## config.mk

```make
export PLATFORM = sky130hd
export DESIGN_NAME = sdram_bank_mgr
export DESIGN_NICKNAME = d
export VERILOG_FILES = /design/src/rtl/bank_mgr_pkg.sv /design/src/rtl/bank_mgr_bank.sv /design/src/rtl/bank_mgr_arb.sv /design/src/rtl/sdram_bank_mgr.sv
export SDC_FILE = /design/constraint.sdc
export NUM_CORES = 1
export LEC_CHECK = 0
export ABC_CLOCK_PERIOD_IN_PS = 3800
export BUFFER_PORTS_ARGS = -buffer_cell sky130_fd_sc_hd__buf_2
export CAP_MARGIN = 40
export CORE_ASPECT_RATIO = 1.4
export CORE_MARGIN = 3
export CORE_UTILIZATION = 50
export DETAILED_ROUTE_END_ITERATION = 12
export GPL_TIMING_DRIVEN = 0
export PLACE_DENSITY = 0.68
export SYNTH_ARGS = -nofsm -noshare
export SYNTH_HDL_FRONTEND = slang
export SYNTH_SLANG_ARGS = --single-unit
```

## constraint.sdc

```tcl
create_clock -name clk -period 3.8 [get_ports clk]
set_input_delay 0.38 -clock clk [delete_from_list [all_inputs] [get_ports clk]]
set_output_delay 0.38 -clock clk [all_outputs]
set_load 0.02 [all_outputs]
```

## src/rtl/bank_mgr_pkg.sv

```systemverilog
`timescale 1ns/1ps
package bank_mgr_pkg;
    typedef enum logic [1:0] {
        XC_RW  = 2'b00,
        XC_ACT = 2'b01,
        XC_PRE = 2'b10
    } xcmd_e;
endpackage

```

## src/rtl/bank_mgr_bank.sv

```systemverilog
`timescale 1ns/1ps
module bank_mgr_bank
    import bank_mgr_pkg::*;
#(
    parameter int ROW_W = 13,
    parameter int COL_W = 11,
    parameter int TW    = 4
) (
    input  logic             clk,
    input  logic             rst_n,
    input  logic [TW-1:0]    cfg_tras,
    input  logic [TW-1:0]    cfg_trp,
    input  logic [TW-1:0]    cfg_trcd,
    input  logic             load,
    input  logic [ROW_W-1:0] ld_row,
    input  logic [COL_W-1:0] ld_col,
    input  logic             ld_write,
    input  logic             ld_close,
    input  logic             refresh,
    input  logic             pre_ok,
    input  logic             grant,
    output logic             busy,
    output logic             want,
    output xcmd_e            cmd,
    output logic [ROW_W-1:0] addr,
    output logic             write
);
    typedef struct packed {
        logic             pend;
        logic [ROW_W-1:0] row;
        logic [COL_W-1:0] col;
        logic             wr;
        logic             cl;
        logic             open;
        logic [ROW_W-1:0] orow;
        logic             shut;
        logic [TW-1:0]    tras;
        logic [TW-1:0]    trp;
        logic [TW-1:0]    trcd;
    } bank_st_t;

    bank_st_t s_d, s_q;

    function automatic logic [TW-1:0] start_cnt(input logic [TW-1:0] n);
        return (n == '0) ? '0 : n - 1'b1;
    endfunction

    function automatic logic [TW-1:0] tick(input logic [TW-1:0] n);
        return (n == '0) ? '0 : n - 1'b1;
    endfunction

    logic hit, tras_done, trp_done, trcd_done;

    always_comb begin
        hit       = s_q.open && (s_q.orow == s_q.row);
        tras_done = (s_q.tras == '0);
        trp_done  = (s_q.trp == '0);
        trcd_done = (s_q.trcd == '0);
        want = 1'b0;
        cmd  = XC_RW;
        addr = '0;
        if (s_q.shut) begin
            cmd  = XC_PRE;
            want = s_q.open && tras_done && pre_ok;
        end else if (s_q.pend) begin
            if (!s_q.open) begin
                cmd  = XC_ACT;
                addr = s_q.row;
                want = trp_done;
            end else if (hit) begin
                cmd  = XC_RW;
                addr = ROW_W'(s_q.col);
                want = trcd_done;
            end else begin
                cmd  = XC_PRE;
                want = tras_done && pre_ok;
            end
        end
        busy  = s_q.pend;
        write = s_q.wr;
    end

    always_comb begin
        s_d      = s_q;
        s_d.tras = tick(s_q.tras);
        s_d.trp  = tick(s_q.trp);
        s_d.trcd = tick(s_q.trcd);
        if (grant) begin
            case (cmd)
                XC_ACT: begin
                    s_d.open = 1'b1;
                    s_d.orow = s_q.row;
                    s_d.tras = start_cnt(cfg_tras);
                    s_d.trcd = start_cnt(cfg_trcd);
                end
                XC_PRE: begin
                    s_d.open = 1'b0;
                    s_d.shut = 1'b0;
                    s_d.trp  = start_cnt(cfg_trp);
                end
                default: begin
                    s_d.pend = 1'b0;
                    s_d.shut = s_q.cl;
                end
            endcase
        end
        if (refresh) begin
            s_d.open = 1'b0;
            s_d.shut = 1'b0;
            s_d.trp  = start_cnt(cfg_trp);
        end
        if (load) begin
            s_d.pend = 1'b1;
            s_d.row  = ld_row;
            s_d.col  = ld_col;
            s_d.wr   = ld_write;
            s_d.cl   = ld_close;
        end
    end

    always_ff @(posedge clk or negedge rst_n) begin
        if (!rst_n) s_q <= '0;
        else        s_q <= s_d;
    end

    // no read/write in the cycle after an activate when tRCD exceeds one
    a_r5_trcd_gap: assert property (@(posedge clk) disable iff (!rst_n)
        (grant && cmd == XC_ACT && cfg_trcd > 1) |=> !(want && cmd == XC_RW));
    // no activate in the cycle after a precharge when tRP exceeds one
    a_r6_trp_gap: assert property (@(posedge clk) disable iff (!rst_n)
        (grant && cmd == XC_PRE && cfg_trp > 1) |=> !(want && cmd == XC_ACT));
    // no precharge in the cycle after an activate when tRAS exceeds one
    a_r7_tras_gap: assert property (@(posedge clk) disable iff (!rst_n)
        (grant && cmd == XC_ACT && cfg_tras > 1) |=> !(want && cmd == XC_PRE));
    // a read/write with the close flag leaves the bank waiting to precharge
    a_r9_close_follows: assert property (@(posedge clk) disable iff (!rst_n)
        (grant && cmd == XC_RW && s_q.cl && !refresh) |=> (s_q.shut && s_q.open));
endmodule

```

## src/rtl/bank_mgr_arb.sv

```systemverilog
`timescale 1ns/1ps
module bank_mgr_arb #(
    parameter int N = 4
) (
    input  logic [N-1:0] offer,
    output logic [N-1:0] pick
);
    always_comb begin
        pick = '0;
        for (int i = N - 1; i >= 0; i--) begin
            if (offer[i]) pick = N'(1) << i;
        end
    end
endmodule

```

## src/rtl/sdram_bank_mgr.sv

```systemverilog
`timescale 1ns/1ps
module sdram_bank_mgr
    import bank_mgr_pkg::*;
#(
    parameter int BANKS = 4,
    parameter int ROW_W = 13,
    parameter int COL_W = 11,
    parameter int TW    = 4
) (
    input  logic                     clk,
    input  logic                     rst_n,
    input  logic [1:0]               cfg_depth,
    input  logic [TW-1:0]            cfg_tras,
    input  logic [TW-1:0]            cfg_trp,
    input  logic [TW-1:0]            cfg_trcd,
    input  logic                     req_valid,
    output logic                     req_ready,
    input  logic [$clog2(BANKS)-1:0] req_bank,
    input  logic [ROW_W-1:0]         req_row,
    input  logic [COL_W-1:0]         req_col,
    input  logic                     req_write,
    input  logic                     req_close,
    input  logic                     refresh,
    input  logic [BANKS-1:0]         pre_ok,
    output logic                     xfr_valid,
    input  logic                     xfr_ack,
    output logic [1:0]               xfr_cmd,
    output logic [$clog2(BANKS)-1:0] xfr_bank,
    output logic [ROW_W-1:0]         xfr_addr,
    output logic                     xfr_write
);
    localparam int BW    = $clog2(BANKS);
    localparam int CNT_W = $clog2(BANKS + 1);

    logic [BANKS-1:0] busy, want, offer, pick, load, grant, wr_a;
    xcmd_e            cmd_a  [BANKS];
    logic [ROW_W-1:0] addr_a [BANKS];
    logic [CNT_W-1:0] pending;

    always_comb begin
        pending = '0;
        for (int b = 0; b < BANKS; b++) pending = pending + CNT_W'(busy[b]);
        req_ready = !busy[req_bank] && (pending <= CNT_W'(cfg_depth));
        offer     = want & {BANKS{!refresh}};
    end

    genvar g;
    generate
        for (g = 0; g < BANKS; g++) begin : g_bank
            assign load[g]  = req_valid && req_ready && (req_bank == BW'(g));
            assign grant[g] = pick[g] && xfr_ack;
            bank_mgr_bank #(.ROW_W(ROW_W), .COL_W(COL_W), .TW(TW)) u_bank (
                .clk      (clk),
                .rst_n    (rst_n),
                .cfg_tras (cfg_tras),
                .cfg_trp  (cfg_trp),
                .cfg_trcd (cfg_trcd),
                .load     (load[g]),
                .ld_row   (req_row),
                .ld_col   (req_col),
                .ld_write (req_write),
                .ld_close (req_close),
                .refresh  (refresh),
                .pre_ok   (pre_ok[g]),
                .grant    (grant[g]),
                .busy     (busy[g]),
                .want     (want[g]),
                .cmd      (cmd_a[g]),
                .addr     (addr_a[g]),
                .write    (wr_a[g])
            );
        end
    endgenerate

    bank_mgr_arb #(.N(BANKS)) u_arb (
        .offer (offer),
        .pick  (pick)
    );

    always_comb begin
        xfr_valid = |pick;
        xfr_cmd   = XC_RW;
        xfr_bank  = '0;
        xfr_addr  = '0;
        xfr_write = 1'b0;
        for (int b = 0; b < BANKS; b++) begin
            if (pick[b]) begin
                xfr_cmd   = cmd_a[b];
                xfr_bank  = BW'(b);
                xfr_addr  = addr_a[b];
                xfr_write = wr_a[b];
            end
        end
    end

    // a precharge is only offered to a bank whose permission is high
    a_r8_pre_permit: assert property (@(posedge clk) disable iff (!rst_n)
        (xfr_valid && xfr_cmd == XC_PRE) |-> pre_ok[xfr_bank]);
    // refresh silences the command port
    a_r12_refresh_quiet: assert property (@(posedge clk) disable iff (!rst_n)
        refresh |-> !xfr_valid);
    // no lower-numbered bank with an eligible command is passed over
    a_r13_low_first: assert property (@(posedge clk) disable iff (!rst_n)
        xfr_valid |-> ((offer & ((BANKS'(1) << xfr_bank) - 1'b1)) == '0));
    // an acceptance never takes the pending count past the limit
    a_r10_depth_cap: assert property (@(posedge clk) disable iff (!rst_n)
        (req_valid && req_ready && $stable(cfg_depth)) |=>
            (pending <= CNT_W'(cfg_depth) + CNT_W'(1)));
    // the command code is never the unused value
    a_r2_cmd_legal: assert property (@(posedge clk) disable iff (!rst_n)
        xfr_valid |-> (xfr_cmd != 2'b11));
endmodule

```

# [After elaboration in Yosys (flattened, before gate mapping)]
# Index checks and enable logic that the tools add are counted.
[word_totals] ff_bits=216 out_inout_bits=20
[classes] addsub=18 n_lt_le_gt_ge=2 n_eq_ne=23 mux=136 bitwise_logic=1 reduce_logical=77
[ops] op="13-bit two-way mux" n=20
[ops] op="27-bit two-way mux" n=8
[ops] op="4-bit two-way mux" n=35
[ops] op="4-bit zero test" n=15
[ops] op="4-bit by 1-bit subtractor with 4-bit output (second input constant)" n=15
[ops] op="13-bit == test" n=4
[ops] op="11-bit two-way mux" n=4
[ops] op="2-bit two-way mux" n=22
[ops] op="1-bit two-way mux" n=38
[ops] op="2-bit AND reduction" n=16
[ops] op="1-bit logical AND" n=26
[ops] op="1-bit case mux with 2 select lines" n=8
[ops] op="2-bit nonzero test" n=8
[ops] op="2-bit == test (second input constant)" n=6
[ops] op="3-bit nonzero test" n=4
[ops] op="2-bit by 1-bit == test with 1-bit output (second input constant)" n=5
[ops] op="2-bit by 1-bit != test with 1-bit output (second input constant)" n=4
[ops] op="2-bit != test (second input constant)" n=4
[ops] op="2-bit OR reduction" n=4
[ops] op="4-bit AND" n=1
[ops] op="4-bit OR reduction" n=1
[ops] op="2-bit by 1-bit adder with 3-bit output" n=1
[ops] op="3-bit by 1-bit adder with 3-bit output" n=1
[ops] op="3-bit by 2-bit less-or-equal comparator with 1-bit output" n=1
[ops] op="5 further kinds" n=6

# [Depth between registers and ports, before layout]
# Gate-level depths: netlist of run 1.
[logic_depth] depth_word=15 depth_mapped=15

# [Hierarchy]
# Synthesis of run 1 repeated with hierarchy kept, for this count alone.
[hier_totals] hier_cells=1009 area_unflattened_um2=11514.8
[by_module_without_submodules] module="bank_mgr_bank" instances=4 cells_each=224 area_each_um2=2673.8 seq_area_each_um2=1351.3
[by_module_without_submodules] module="sdram_bank_mgr" instances=1 cells_each=109 area_each_um2=780.7 seq_area_each_um2=0.0
[by_module_without_submodules] module="bank_mgr_arb" instances=1 cells_each=4 area_each_um2=38.8 seq_area_each_um2=0.0

# [Least setup slack after synthesis of run 1]
# OpenSTA, ideal clock, no wires.
[synth_timing] path_kind="register to register" start="register g_bank[0].u_bank.s_q, in the netlist g_bank[0].u_bank.busy" end="register g_bank[0].u_bank.s_q[29] (netlist bit)" setup_ps=125 t_arrival_ps=3527 required_time_ps=3675 slack_ps=148 path_stages_with_launch=14 path_cell_list="dfrtp_1 -> inv_1 -> fa_1 -> inv_1 -> ha_1 -> inv_1 -> fa_1 -> nor2_1 -> nand2_1 -> a21oi_1 -> nand2_1 -> nor3_2 -> buf_2 -> mux2_2"
[synth_via] elab_chain_len=7 elab_cells_between_ends=10 cone_classes="3 x add/sub; 1 x order compare; 2 x mux; 4 x reduce/logical"
[synth_rtl] item="start: declaration" line="bank_mgr_bank.sv:42" text="bank_st_t s_d, s_q;"
[synth_rtl] item="start signal: assignment" line="bank_mgr_bank.sv:122" text="if (!rst_n) s_q <= '0;"
[synth_rtl] item="start signal: assignment" line="bank_mgr_bank.sv:123" text="else s_q <= s_d;"
[synth_rtl] item="1-bit by 1-bit adder with 2-bit output" line="sdram_bank_mgr.sv:42" text="for (int b = 0; b < BANKS; b++) pending = pending + CNT_W'(busy[b]);"
[synth_rtl] item="2-bit by 1-bit adder with 3-bit output" line="sdram_bank_mgr.sv:42"
[synth_rtl] item="3-bit by 1-bit adder with 3-bit output" line="sdram_bank_mgr.sv:42"
[synth_rtl] item="3-bit by 2-bit less-or-equal comparator with 1-bit output" line="sdram_bank_mgr.sv:43" text="req_ready = !busy[req_bank] && (pending <= CNT_W'(cfg_depth));"
[synth_rtl] item="1-bit logical AND (*)" line="sdram_bank_mgr.sv:43"
[synth_rtl] item="via req_ready" line="sdram_bank_mgr.sv:17" text="output logic req_ready,"
[synth_rtl] item="1-bit logical AND (*) (2 in a row)" line="sdram_bank_mgr.sv:50" text="assign load[g] = req_valid && req_ready && (req_bank == BW'(g));"
# Mark *: on every way through the listed nets, which the timed path passes. The rest lies on a longest branch. The select of a mux whose other input is x is not followed.
# A chain may end at the register's enable or synchronous reset.

# [Final worst setup path of run 1]
[layout_timing] start="register g_bank[0].u_bank.s_q[51] (netlist bit)" end="output xfr_addr[4]"
[layout_via] elab_chain_len=12 elab_cells_between_ends=16 cone_classes="1 x eq/ne; 13 x mux; 1 x bitwise; 1 x reduce/logical"
[layout_rtl] item="13-bit == test (*)" line="bank_mgr_bank.sv:55" text="hit = s_q.open && (s_q.orow == s_q.row);"
[layout_rtl] item="1-bit logical AND (*)" line="bank_mgr_bank.sv:55"
[layout_rtl] item="1-bit two-way mux" line="bank_mgr_bank.sv:70" text="end else if (hit) begin"
[layout_rtl] item="1-bit two-way mux" line="bank_mgr_bank.sv:66" text="if (!s_q.open) begin"
[layout_rtl] item="1-bit two-way mux" line="bank_mgr_bank.sv:65" text="end else if (s_q.pend) begin"
[layout_rtl] item="1-bit two-way mux" line="bank_mgr_bank.sv:62" text="if (s_q.shut) begin"
[layout_rtl] item="4-bit AND" line="sdram_bank_mgr.sv:44" text="offer = want & {BANKS{!refresh}};"
[layout_rtl] item="4-bit two-way mux" line="bank_mgr_arb.sv:11" text="if (offer[i]) pick = N'(1) << i;"
[layout_rtl] item="13-bit two-way mux (3 in a row)" line="sdram_bank_mgr.sv:87" text="if (pick[b]) begin"
[layout_rtl] item="13-bit two-way mux (*)" line="sdram_bank_mgr.sv:87"
[layout_rtl] item="end: declaration" line="sdram_bank_mgr.sv:29" text="output logic [ROW_W-1:0] xfr_addr,"
# Every way passes the cells marked *; elsewhere a longest branch is shown, timed or not.

==> results of run 1 <==
## power groups by stage
stage | clock (mW) | combinational (mW) | sequential (mW)
finish | 2.28 | 2.98 | 4.01
global route | 2.42 | 3.26 | 4.11
CTS | 2.32 | 2.85 | 3.97
detailed placement | 0 | 2.75 | 4.00
global placement | 0 | 2.68 | 3.96
floorplan | 0 | 2.13 | 3.71
## metrics by stage
step | worst slack, ns | hold slack, ns
finish | 0.1169 | 0.1526
global route | -0.01737 | 0.1457
CTS | 0.02566 | 0.1422
detailed placement | -0.2641 | 0.4837
global placement | -1.482 | 0.4819
floorplan | 0.1483 | 0.08441
## cells in the mapped netlist (9+ instances only)
library cell / number
a22oi_1: 9
and3_1: 13
buf_2: 10
o31ai_1: 10
a22o_1: 21
dfrtp_1: 216
nor3_1: 32
inv_1: 29
ha_1: 11
nand3_1: 25
a32oi_1: 11
nor3b_1: 13
mux2i_1: 33
mux2_2: 146
a21oi_1: 43
or2_2: 14
xor2_1: 13
nor4_1: 11
clkbuf_1: 31
nand2_1: 67
xnor2_1: 39
nand4_1: 24
nor2_1: 49
o21ai_0: 27
## cell type report
cell class | count | area, sq um | share of cell area, %
well taps | 297 | 371.6 | 2.828
flip-flops and latches | 216 | 5414 | 41.20
multi-input cells | 705 | 5635 | 42.89
clock inverters | 10 | 111.4 | 0.8475
inverters | 29 | 108.9 | 0.8284
plain buffers | 44 | 271.5 | 2.066
repair buffers | 92 | 571.8 | 4.352
clock buffers | 31 | 655.6 | 4.990
## timing repair
action / in CTS / in global routing
endpoints found under the setup margin: 56 / 78
endpoints found under the hold margin: 103 / 0
pin swaps: 4 / 12
buffers inserted: 4 / 15
hold buffers: 1 / 0
gates resized for setup: 43 / 49
## cell usage in the layout (no fill, tap or decap), types with 25 or more instances in the layout
cell       n
buf_2     70
mux2_2   145
o21ai_0   27
nor3_1    27
inv_1     29
nand2_1   66
buf_4     25
xnor2_1   31
dfrtp_1  209
a21oi_1   40
nor2_1    49
mux2i_1   31
## flip-flops by register name (all words and copies together) (netlist names)
name / count
g_bank.u_bank.busy: 4
g_bank.u_bank.write: 4
g_bank.u_bank.s_q: 208
## routing by layer
metal,vias up,wire length [microns]
li1,3892,-
met1,4309,12230
met2,313,15340
met3,97,1749
met4,0,1833
met5,-,0
## worst paths after layout
kind | depth (start not counted) | slack [ns] | startpoint | end
worst max-delay path | 11 | 0.12 | g_bank[0].u_bank.s_q[51]$_DFFE_PN0P_ | xfr_addr[4]
worst min-delay path | 2 | 0.15 | req_write | g_bank[0].u_bank.write$_DFFE_PN0P_
worst max register to register | 13 | 0.13 | g_bank[1].u_bank.busy$_DFFE_PN0P_ | g_bank[1].u_bank.s_q[45]$_DFFE_PN0P_
worst min register to register | 2 | 0.50 | g_bank[0].u_bank.s_q[18]$_DFFE_PN0P_ | g_bank[0].u_bank.s_q[18]$_DFFE_PN0P_
max in group asynchronous | 3 | 2.17 | rst_n | g_bank[0].u_bank.s_q[48]$_DFFE_PN0P_
min in group asynchronous | 2 | 0.52 | rst_n | g_bank[3].u_bank.s_q[1]$_DFF_PN0_
## kinds of logic (layout without fill, tap and decap cells)
kind of cell	count (synthesis)	after routing	synth area share, %
AOI/OAI and AO/OA	175	175	11.18
and+or+nand+nor	279	279	13.17
buffers and inverters	75	206	2.843
xor gates and xnor gates	52	52	4.090
adders and majority gates	13	13	1.596
muxes	186	186	18.58
DFF	216	216	48.54
==> results.txt, run 1 <==
first-pass GRT wire length: 48.09 mm
Worst Setup End Kind: output port
setup TNS: 0 ns
CP top delay family: simple AND/OR/NAND/NOR gates
Routability Congestion: 0.9015
CP max FO: 7
GRT Residual Overflow: 0
CP max stage delay: 0.44 ns
sequential share of power: 43.2%
max_cap viols: 0
Synth-to-Final Area Change: 18.01%
sequential-to-total area share from yosys stat: 48.54%
core area: 0.02186 sq mm
total power: 9.269 mW
WP data required: 3.42 ns
Peak supply drop: 0.5172 mV
worst path cell trace: xnor2_2 > nand4_1 > nor4_4 > buf_4 > mux2i_4 > a22oi_2 > buf_4 > buf_4 > a32o_1 > or3_1 > buf_2
later-pin clock latency in the skew report: 0.51 ns
Clock Pin Slew Worst Setup and Hold Paths: 0.06 ns
Seq cells post-synth: 216
Mean Syn Cell Area: 11.18 sq um
final instance count without filler cells: 1424
synth top area cells: dfrtp_1 49%, mux2_2 15%, xnor2_1 3.1%, mux2i_1 3.0%, nand2_1 2.3%
final net count: 1175
PortBufs: 68
sw frac: 34.74%
crit path kind: flip-flop to output port
worst hold path type: input port to flip-flop
share of layout cells above drive strength 1: 32.92%
CTS sink cnt: 216
post-synth top area cell: dfrtp_1
first-pass iteration count of the detailed router: 7
fillcell total: 1830
largest net degree at the start of global routing: 114
Worst EP arrival: 3.30 ns
Post-synth EDFFs: 0
GRT Total Usage: 25.55%
Mapped Area: 0.01113 sq mm
post-layout util: 60.11%
dominant register cell in the synthesized netlist: dfrtp_1
Net Sw Power: 3.220 mW
routing usage on met3: 3.668%
met2 usage in global routing: 43.83%
vias: 8611
drt drc: 0
initial antenna violation count: 0
Comb pwr share: 32.1%
CP most frequent cell: buf_4
relative slew slack: 46.60%
vias per std cell: 6.047
Synth Instances: 996
Clock power frac: 24.6%
post-synthesis net count: 1060
Routed Antenna Nets: 0
DP Cell Count: 1365
vias in the first global route: 8484
num ports: 71
busiest grt layer: met2
H-Tree Depth: 1
Die Area: 0.02412 sq mm
async set-or-reset flop fraction in the synthesized netlist: 100.0%
PD cells: 705.4 mW/mm^2
Least-Margin Pin Slew: 0.8010 ns
Final Skew: 0.01046 ns
Core Rows: 64
Initial Utilization: 50.93%
design area: 0.01314 sq mm
DR WL/cell: 21.88 microns
Tcrit/Tclk final: 96.92%
Pint: 6.048 mW
endpoints failing setup: 0
TritonCTS clock tree: yes
Slew Limit Fails: 0
met1 usage: 31.52%
WP buf/inv: 4
Synth top area share: 48.54%
# diodes: 0
final wirelength: 31.15 mm
Die H: 182.6 microns
Clock Root Buffer: clkbuf_16
synth warn: 0
slowest stage cell, crit path: dfrtp_1
Setup crit start kind: flip-flop
Clock Tree Buf Depth: 3
final hold vios: 0
fmax: 271.5 MHz
Leak: 5.954 nW
outcome: complete, no violations
die width: 132.1 microns
Yosys cell types: 66
Post-DP Area: 0.01191 sq mm
DR iter-0 viols: 636
Tmin final: 3.683 ns
CTS buffer count: 23
detailed placement HPWL: 22.66 mm
Power figures use the tool's default switching activity.
==> run 2, diff against run 1 <==
--- a/config.mk
+++ b/config.mk
@@ -13,7 +13,7 @@
 export CORE_UTILIZATION = 50
 export DETAILED_ROUTE_END_ITERATION = 12
 export GPL_TIMING_DRIVEN = 0
-export PLACE_DENSITY = 0.68
+export PLACE_DENSITY = 0.74
 export SYNTH_ARGS = -nofsm -noshare
 export SYNTH_HDL_FRONTEND = slang
 export SYNTH_SLANG_ARGS = --single-unit
==> run 2 against run 1 <==
The run now ends with setup timing left. Clock power is 6% higher. Critical path depth is 2 lower. Hold slack improved by 0.0023 ns. Sequential power about the same. Largest cell class unchanged. First-iteration DRC count up 5.3%. Setup slack got worse by 0.13 ns.
==> results.txt, run 2 (synthesis results as in run 1) <==
# diodes: 0 (unchanged)
relative slew slack: 47.49% (+0.90 points)
die width: 132.1 microns (unchanged)
Initial Utilization: 50.93% (unchanged)
design area: 0.01329 sq mm (+1.1%)
largest reg by FF count: g_bank.u_bank.s_q
total power: 9.518 mW (+2.7%)
share of layout cells above drive strength 1: 32.98% (+0.063 points)
CTS sink cnt: 216 (unchanged)
worst hold path type: input port to flip-flop
DP Cell Count: 1365 (unchanged)
sequential share of power: 42.2% (-1.0 points)
Routed Antenna Nets: 0 (unchanged)
RSZ-0062 raised after global routing: yes
WP data required: 3.42 ns (about the same)
H-Tree Depth: 1 (unchanged)
PortBufs: 68 (unchanged)
later-pin clock latency in the skew report: 0.51 ns (about the same)
failing checks: setup timing
Slew Limit Fails: 0 (unchanged)
Clock Root Buffer: clkbuf_16
Worst Min Path Start: req_write
Peak supply drop: 0.4987 mV (-3.6%)
TritonCTS clock tree: yes
CP max stage delay: 0.45 ns (about the same)
GRT Residual Overflow: 0 (unchanged)
CP top delay family: compound AO/OA/AOI/OAI gates
Comb pwr share: 32.4% (+0.3 points)
vias in the first global route: 8552 (+0.80%)
most frequent cells in the layout: 210 x dfrtp_1, 145 x mux2_2, 69 x buf_2
Tmin final: 3.809 ns (+0.1263 ns)
Core Rows: 64 (unchanged)
first-pass GRT wire length: 47.95 mm (-0.29%)
PD cells: 716.3 mW/mm^2 (+1.5%)
CTS buffer count: 23 (unchanged)
Final Skew: 0.01400 ns (+0.003546 ns)
initial antenna violation count: 0 (unchanged)
endpoints failing setup: 2 (+2)
Tcrit/Tclk final: 100.2% (+3.3 points)
Pint: 6.233 mW (+3.0%)
Synth-to-Final Area Change: 19.34%
Clock Tree Buf Depth: 3 (unchanged)
WP buf/inv: 2 (-2)
CP max FO: 10 (+3)
worst setup margin: -0.009407 ns (-0.1263 ns)
DR iter-0 viols: 670 (+5.3%)
largest net degree at the start of global routing: 95 (-17%)
final wirelength: 31.48 mm (+1.0%)
final instance count without filler cells: 1437 (+0.91%)
Clock Pin Slew Worst Setup and Hold Paths: 0.06 ns (about the same)
Worst EP arrival: 3.43 ns (+0.13 ns)
Least-Margin Pin Slew: 0.7839 ns (-0.01710 ns)
fmax: 262.5 MHz (-3.3%)
Largest register FFs: 208 (unchanged)
vias: 8768 (+1.8%)
worst hold slack: 0.1549 ns (+0.002276 ns)
DR WL/cell: 21.90 microns (+0.13%)
core area: 0.02186 sq mm (unchanged)
Net Sw Power: 3.285 mW (+2.0%)
most common cell after layout, fill and taps aside: dfrtp_1
num ports: 71 (unchanged)
GRT Total Usage: 25.56% (about the same)
first-pass iteration count of the detailed router: 5 (-2)
final hold vios: 0 (unchanged)
outcome: complete, but fails checks
RR Startpoint: g_bank[1].u_bank.busy$_DFFE_PN0P_
Worst Setup SP: g_bank[1].u_bank.s_q[5]$_DFF_PN0_
Die Area: 0.02412 sq mm (unchanged)
detailed placement HPWL: 23.09 mm (+1.9%)
Worst Setup End Kind: output port
slowest stage cell, crit path: nor4_2
sw frac: 34.51% (-0.23 points)
final net count: 1189 (+1.2%)
Leak: 6.035 nW (+1.4%)
Clock power frac: 25.4% (+0.8 points)
Routability Congestion: 0.9569 (+6.1%)
max_cap viols: 0 (unchanged)
Setup crit start kind: flip-flop
vias per std cell: 6.102 (+0.90%)
crit path kind: flip-flop to output port
worst path cell trace: nor4_2 > nor2_1 > or3_1 > a21o_1 > clkbuf_1 > a2111oi_0 > a211oi_1 > o31ai_1 > buf_2
drt drc: 0 (unchanged)
Post-DP Area: 0.01193 sq mm (+0.18%)
Die H: 182.6 microns (unchanged)
-- run 2: cell type report --
class	instances	area (sq um)
fillers	1776	8573
multi-input cells	705	5620
flip-flops and latches	216	5413
repair buffers	107	693.2
clock buffers	30	621.8
well taps	297	371.6
plain buffers	43	270.3
clock inverters	10	188.9
inverters	29	108.9
-- run 2: final timing paths --
kind / to / slack (ns) / cells after the start
max: xfr_addr[6] / -0.009 / 9
max reg2reg: g_bank[0].u_bank.s_q[48]$_DFFE_PN0P_ / 0.19 / 14
min reg2reg: g_bank[0].u_bank.s_q[19]$_DFFE_PN0P_ / 0.50 / 2
min in group asynchronous: g_bank[3].u_bank.write$_DFFE_PN0P_ / 0.40 / 2
max in group asynchronous: g_bank[2].u_bank.s_q[17]$_DFFE_PN0P_ / 2.25 / 4
min: g_bank[3].u_bank.write$_DFFE_PN0P_ / 0.15 / 2
-- run 2: what timing repair did --
action,4_1_cts,5_1_grt
buffers inserted,13,21
hold buffers,1,0
pin swaps,7,16
gates resized for setup,44,43
hold endpoints to repair,54,0
endpoints found under the setup margin,90,91
-- run 2: metal layers --
layer  wire (microns)  GRT usage, %
met5                0             0
met4             1921         12.65
met3             1849         3.254
met2            15520         44.16
met1            12190         31.64
-- run 2: power by group through the flow --
stage | registers [mW] | logic (mW) | clock network [mW]
6_report | 4.02 | 3.09 | 2.42
5_1_grt | 4.11 | 3.35 | 2.55
4_1_cts | 4.00 | 2.94 | 2.45
3_5_place_dp | 4.03 | 2.78 | 0
3_3_place_gp | 3.98 | 2.69 | 0
2_1_floorplan | 3.71 | 2.13 | 0
-- run 2: through the flow --
stage | utilization, % | setup WS [ns] | TNS [ns]
after floorplan | - | 0.1483 | 0
after global placement | 54.19 | -1.486 | -326.06
after detailed placement | 54.58 | -0.4188 | -7.159
after CTS | 59.47 | -0.003366 | -0.003366
after global routing | 60.78 | -0.1005 | -0.5891
final | 60.78 | -0.009407 | -0.01712
